**config.mk**
```make
export PLATFORM = sky130hd
export DESIGN_NAME = spi_cmd_rx
export DESIGN_NICKNAME = d
export VERILOG_FILES = /design/src/rtl/spi_cmd_pkg.sv /design/src/rtl/spi_cmd_sync.sv /design/src/rtl/spi_cmd_frame.sv /design/src/rtl/spi_cmd_decode.sv /design/src/rtl/spi_cmd_rx.sv
export SDC_FILE = /design/constraint.sdc
export NUM_CORES = 1
export LEC_CHECK = 0
export ABC_AREA = 1
export BUFFER_PORTS_ARGS = -buffer_cell sky130_fd_sc_hd__buf_2
export CORE_MARGIN = 2
export CORE_UTILIZATION = 56
export DETAILED_ROUTE_END_ITERATION = 16
export PLACE_DENSITY = 0.82
export SKIP_CTS_REPAIR_TIMING = 1
export SLEW_MARGIN = 10
export SYNTH_ARGS = -nofsm -noshare
export SYNTH_HDL_FRONTEND = slang
export SYNTH_SLANG_ARGS = --single-unit
export TNS_END_PERCENT = 50
```
**constraint.sdc**
```tcl
create_clock -name clk -period 1.8 [get_ports clk]
set_input_delay 0 -clock clk [delete_from_list [all_inputs] [get_ports clk]]
set_output_delay 0 -clock clk [all_outputs]
set_load 0.01 [all_outputs]
```
**src/rtl/spi_cmd_pkg.sv**
```systemverilog
package spi_cmd_pkg;
    localparam int FRAME_BITS  = 16;
    localparam int OPCODE_BITS = 4;
    localparam int MODE_BITS   = 8;
    localparam int SYNC_DEPTH  = 2;
    localparam logic [OPCODE_BITS-1:0] MODE_WRITE_OP = 4'h1;
endpackage

```
**src/rtl/spi_cmd_sync.sv**
```systemverilog
module spi_cmd_sync #(
    parameter int          W       = 3,
    parameter int          STAGES  = 2,
    parameter logic [W-1:0] RST_VAL = '0
) (
    input  logic         clk,
    input  logic         rst_n,
    input  logic [W-1:0] async_i,
    output logic [W-1:0] sync_o
);
    logic [W-1:0] stg_q [STAGES];
    logic [W-1:0] stg_d [STAGES];

    generate
        for (genvar s = 0; s < STAGES; s++) begin : g_stage
            if (s == 0) begin : g_first
                always_comb stg_d[s] = async_i;
            end else begin : g_next
                always_comb stg_d[s] = stg_q[s-1];
            end
            always_ff @(posedge clk or negedge rst_n) begin
                if (!rst_n) stg_q[s] <= RST_VAL;
                else        stg_q[s] <= stg_d[s];
            end
        end
    endgenerate

    assign sync_o = stg_q[STAGES-1];
endmodule

```
**src/rtl/spi_cmd_frame.sv**
```systemverilog
module spi_cmd_frame #(
    parameter int FRAME_W = 16
) (
    input  logic               clk,
    input  logic               rst_n,
    input  logic               sck_s,
    input  logic               cs_n_s,
    input  logic               mosi_s,
    output logic               vld_o,
    output logic [FRAME_W-1:0] word_o
);
    localparam int CNT_MAX = FRAME_W + 1;
    localparam int CNT_W   = $clog2(CNT_MAX + 1);

    typedef struct packed {
        logic [FRAME_W-1:0] shreg;
        logic [FRAME_W-1:0] word;
        logic [CNT_W-1:0]   cnt;
        logic               sck_prev;
        logic               cs_prev;
        logic               vld;
    } frame_st_t;

    frame_st_t st_d, st_q;

    always_comb begin
        st_d          = st_q;
        st_d.vld      = 1'b0;
        st_d.sck_prev = sck_s;
        st_d.cs_prev  = cs_n_s;
        if (cs_n_s) begin
            st_d.cnt = '0;
            if (!st_q.cs_prev && st_q.cnt == CNT_W'(FRAME_W)) begin
                st_d.vld  = 1'b1;
                st_d.word = st_q.shreg;
            end
        end else if (sck_s && !st_q.sck_prev) begin
            st_d.shreg = {st_q.shreg[FRAME_W-2:0], mosi_s};
            if (st_q.cnt != CNT_W'(CNT_MAX))
                st_d.cnt = st_q.cnt + 1'b1;
        end
    end

    always_ff @(posedge clk or negedge rst_n) begin
        if (!rst_n) begin
            st_q          <= '0;
            st_q.cs_prev  <= 1'b1;
        end else begin
            st_q <= st_d;
        end
    end

    assign vld_o  = st_q.vld;
    assign word_o = st_q.word;

    AST_STROBE_SINGLE: assert property (@(posedge clk) disable iff (!rst_n)
        st_q.vld |=> !st_q.vld);
    AST_STROBE_AFTER_DESELECT: assert property (@(posedge clk) disable iff (!rst_n)
        st_q.vld |-> st_q.cs_prev);
    AST_COUNT_BOUND: assert property (@(posedge clk) disable iff (!rst_n)
        st_q.cnt <= CNT_W'(CNT_MAX));
    AST_COUNT_IDLE_ZERO: assert property (@(posedge clk) disable iff (!rst_n)
        (cs_n_s && st_q.cs_prev) |=> st_q.cnt == '0);
endmodule

```
**src/rtl/spi_cmd_decode.sv**
```systemverilog
module spi_cmd_decode #(
    parameter int                  FRAME_W = 16,
    parameter int                  OP_W    = 4,
    parameter int                  CFG_W   = 8,
    parameter logic [OP_W-1:0]     CFG_OP  = 4'h1
) (
    input  logic                   clk,
    input  logic                   rst_n,
    input  logic                   vld_i,
    input  logic [FRAME_W-1:0]     word_i,
    output logic [OP_W-1:0]        cmd_o,
    output logic [FRAME_W-OP_W-1:0] data_o,
    output logic [CFG_W-1:0]       cfg_o
);
    localparam int DATA_W = FRAME_W - OP_W;

    typedef struct packed {
        logic [CFG_W-1:0] cfg;
    } dec_st_t;

    dec_st_t st_d, st_q;

    assign cmd_o  = word_i[FRAME_W-1 -: OP_W];
    assign data_o = word_i[DATA_W-1:0];

    always_comb begin
        st_d = st_q;
        if (vld_i && cmd_o == CFG_OP)
            st_d.cfg = data_o[CFG_W-1:0];
    end

    always_ff @(posedge clk or negedge rst_n) begin
        if (!rst_n) st_q <= '0;
        else        st_q <= st_d;
    end

    assign cfg_o = st_q.cfg;

    AST_CFG_HOLD: assert property (@(posedge clk) disable iff (!rst_n)
        !vld_i |=> $stable(cfg_o));
    AST_CFG_LOAD: assert property (@(posedge clk) disable iff (!rst_n)
        (vld_i && word_i[FRAME_W-1 -: OP_W] == CFG_OP) |=> cfg_o == $past(word_i[CFG_W-1:0]));
endmodule

```
**src/rtl/spi_cmd_rx.sv**
```systemverilog
module spi_cmd_rx
    import spi_cmd_pkg::*;
#(
    parameter int                     FRAME_W = FRAME_BITS,
    parameter int                     OP_W    = OPCODE_BITS,
    parameter int                     CFG_W   = MODE_BITS,
    parameter int                     SYNC_N  = SYNC_DEPTH,
    parameter logic [OPCODE_BITS-1:0] CFG_OP  = MODE_WRITE_OP
) (
    input  logic                      clk,
    input  logic                      rst_n,
    input  logic                      sck_i,
    input  logic                      cs_n_i,
    input  logic                      mosi_i,
    output logic                      word_vld_o,
    output logic [OP_W-1:0]           cmd_o,
    output logic [FRAME_W-OP_W-1:0]   data_o,
    output logic [CFG_W-1:0]          cfg_o
);
    logic [2:0]         pins_s;
    logic               vld;
    logic [FRAME_W-1:0] word;

    spi_cmd_sync #(.W(3), .STAGES(SYNC_N), .RST_VAL(3'b010)) i_sync (
        .clk     (clk),
        .rst_n   (rst_n),
        .async_i ({sck_i, cs_n_i, mosi_i}),
        .sync_o  (pins_s)
    );

    spi_cmd_frame #(.FRAME_W(FRAME_W)) i_frame (
        .clk    (clk),
        .rst_n  (rst_n),
        .sck_s  (pins_s[2]),
        .cs_n_s (pins_s[1]),
        .mosi_s (pins_s[0]),
        .vld_o  (vld),
        .word_o (word)
    );

    spi_cmd_decode #(.FRAME_W(FRAME_W), .OP_W(OP_W), .CFG_W(CFG_W),
                     .CFG_OP(OP_W'(CFG_OP))) i_decode (
        .clk    (clk),
        .rst_n  (rst_n),
        .vld_i  (vld),
        .word_i (word),
        .cmd_o  (cmd_o),
        .data_o (data_o),
        .cfg_o  (cfg_o)
    );

    assign word_vld_o = vld;
endmodule

```
==> results.sh <==
export IMPL_status="completed"
export IMPL_start_util=0.5773
export IMPL_worst_path_most_repeated_cell="inv_1"
export IMPL_final_max_slew_viol_count=0
export IMPL_synth_compound_area_frac=0.1242
export IMPL_antenna_left=0
export IMPL_final_cell_mix="nand2_1 (55), dfrtp_1 (51), inv_1 (33), buf_2 (29), o21ai_0 (26)"
export IMPL_diodes=0
export IMPL_dp_slack_ns=0.3096
export IMPL_timing_final_ws_setup_ns=0.2993
export IMPL_synth_top_area_cell="dfrtp_1"
export IMPL_worstPathArrival_ns=1.70
export IMPL_critPathCaptureType="register"
export IMPL_cts_buffer_depth=2
export IMPL_max_freq_mhz=666.4
export IMPL_crit_required_ns=2.00
export IMPL_drtIter0Drc=114
export IMPL_dp_hpwl_um=2474
export IMPL_drt_first_pass_iters=4
export IMPL_worstSetupPathType="reg -> reg"
export IMPL_avgSynthCellArea_sq_um=9.939
export IMPL_regToRegSetupSlack_ns=0.30
export IMPL_crit_family="buffers and inverters"
export IMPL_finalSetupViolCount=0
export IMPL_fin_skew_ns=0.002401
export IMPL_fp_dieH_um=67.75
export IMPL_synth_simple_area_share=0.1308
export IMPL_fp_row_count=23
export IMPL_nets=256
export IMPL_numPortBuffers=29
export IMPL_ys_top_cells_by_area="dfrtp_1 (56%), nand2_1 (9.1%), o21ai_2 (5.8%)"
export IMPL_worst_pin_slew_ns=0.5515
export IMPL_fin_crit_ns=1.501
export IMPL_synthXorXnorAreaFrac=0
export IMPL_syn_num_nets=237
export IMPL_cp_startpoint="i_frame.st_q[3]"
export IMPL_synth_area_sq_um=2276
export IMPL_wl_per_cell_um=11.66
export IMPL_grtUsageTotal=0.1716
export IMPL_cap_violations=0
export IMPL_ys_seq_area_frac=0.5954
export IMPL_via_per_inst=4.843
export IMPL_synth_cells=229
export IMPL_min_path_type="in -> async"
export IMPL_yosysUniqueCellTypes=22
export IMPL_stdcell_area_sq_um=2494
export IMPL_vias=1448
export IMPL_grt_pass1_wl_um=5865
export IMPL_cts_sinks=54
export IMPL_worstSetupStartpointType="register"
export IMPL_rsz0062_at_grt="false"
export IMPL_grt_pass1_vias=1356
export IMPL_relSlewSlack=0.6323
export IMPL_drc=0
export IMPL_critical_path_slowest_cell="dfrtp_1"
export IMPL_ys_warn_count=0
export IMPL_cts_buffers=5
export IMPL_cts_htree_levels=2
export IMPL_path_cells="inv_1 -> ha_1 -> inv_1 -> nor3_2 -> nand2_2 -> buf_4 -> inv_1 -> nand2_1 -> nand2_1"
export IMPL_max_stage_delay_ns=0.42
export IMPL_irDropWorstVdd_mv=0.7468
export IMPL_path_max_fanout=32
export IMPL_synthMuxAreaShare=0
export IMPL_r2r_end="i_frame.word_o[15]"
export IMPL_antenna_found_initial=0
export IMPL_regArea_sq_um=1355
export IMPL_io_pins=30
export IMPL_grt_max_degree=33
export IMPL_utilization=0.6325
export IMPL_synthAdderAreaFrac=0.01649
export IMPL_final_cells=299
export IMPL_setup_tns_ns=0
export IMPL_core_area_sq_um=3943
export IMPL_area_growth_pct=9.566
export IMPL_r2r_worst_path_cells=9
export IMPL_synth_top_family_by_area="buffers and inverters"
export IMPL_cp_depth=9
export IMPL_critPathBufInv=4
export IMPL_dp_cells=287
export IMPL_finalPower_mw=2.290
export IMPL_timing_hold_violations_final=0
export IMPL_leakage_nw=1.264
export IMPL_layout_commonest_cell="nand2_1"
export IMPL_fill_cells=312
export IMPL_synth_top_area_share=0.5607
export IMPL_dieArea_sq_um=4590
export IMPL_grt_remaining_overflow=0
export IMPL_gp_congestion=0.7987
export IMPL_crit_end="i_frame.word_o[15]"
export IMPL_layout_drive_gt1_share=0.2570
export IMPL_cts_root_buffer="clkbuf_8"
export IMPL_path_clk_slew_ns=0.09
export IMPL_place_area_sq_um=2340
export IMPL_r2r_start="i_frame.st_q[3]"
export IMPL_die_w_um=67.75
export IMPL_drt_wl_total_um=3486
export IMPL_powerDensity_nw_per_um2=918.2
export IMPL_timing_hold_ws_ns=0.2183
export IMPL_worstSkewPairLatency_ns=0.30
export IMPL_synth_seq_cells=54
export IMPL_cts_tree="built"
export IMPL_finalCritPeriodShare=0.8337
export IMPL_multiInputGateArea_sq_um=618.1
-- cell usage after synthesis --
master    count
nand2_1      55
buf_2         4
nor3_2        1
nand2_2       1
o21ai_0      26
ha_1          3
dfstp_2       3
nand4_1       2
buf_4        16
o21ai_1       2
buf_6         3
nand4_2       1
a21oi_1       1
nor2_2        2
nand3_1       4
clkbuf_2      1
nor2_1        3
o21ai_2      15
inv_1        33
dfrtp_1      51
or2_2         1
a31oi_1       1
-- state kept, by name (all words and copies together) (netlist names) --
| signal | cells |
|---|---|
| i_frame.st_q | 23 |
| i_frame.word_o | 16 |
| i_decode.cfg_o | 8 |
| i_sync.stg_d | 3 |
| i_sync.sync_o | 3 |
| i_frame.vld_o | 1 |
-- cell families (layout without fill, tap and decap cells) --
logic type | Yosys count | count (layout)
compound gates | 45 | 45
flops | 54 | 54
buf+inv | 57 | 77
fa+ha+maj | 3 | 3
simple gates | 70 | 70
-- power breakdown --
part / switching (mW) / internal (mW)
clock: 0.376 / 0.414
combinational: 0.120 / 0.0582
sequential: 0.0398 / 1.28
total: 0.536 / 1.75
-- per-layer routing --
| metal | track usage | up-vias | wire length, um |
|---|---|---|---|
| met5 | 0 | - | 0 |
| met4 | 0.05102 | 0 | 19 |
| met3 | 0.04500 | 2 | 141 |
| met2 | 0.2770 | 24 | 1668 |
| met1 | 0.2283 | 688 | 1658 |
| li1 | - | 734 | - |
-- worst min path at each step --
stage                from                 to  slack (ns)  cells past startpoint
detailed placement  rst_n    i_sync.stg_d[2]        0.02                      1
global route        rst_n    i_sync.stg_d[2]        0.27                      2
finish              rst_n    i_frame.st_q[2]        0.22                      2
floorplan           rst_n  i_decode.cfg_o[0]       -0.30                      0
CTS                 rst_n    i_sync.stg_d[2]       -0.31                      1
global placement    rst_n    i_sync.stg_d[2]        0.01                      1
-- layout make-up --
| class | instances | share of cell area |
|---|---|---|
| sequential | 54 | 0.5434 |
| multi-input combinational | 118 | 0.2479 |
| timing repair buffer | 36 | 0.08831 |
| inverter | 33 | 0.04967 |
| clock buffer | 5 | 0.02760 |
| tap | 50 | 0.02509 |
| clock inverter | 3 | 0.01806 |
-- worst reg2reg max path, cell delays in order (launching register included) --
cell and delay, ns:
dfrtp_1 0.42, inv_1 0.08, ha_1 0.19, inv_1 0.06
nor3_2 0.04, nand2_2 0.04, buf_4 0.35, inv_1 0.11
nand2_1 0.07, nand2_1 0.04
Note: power is estimated with default switching activity, not from simulation.
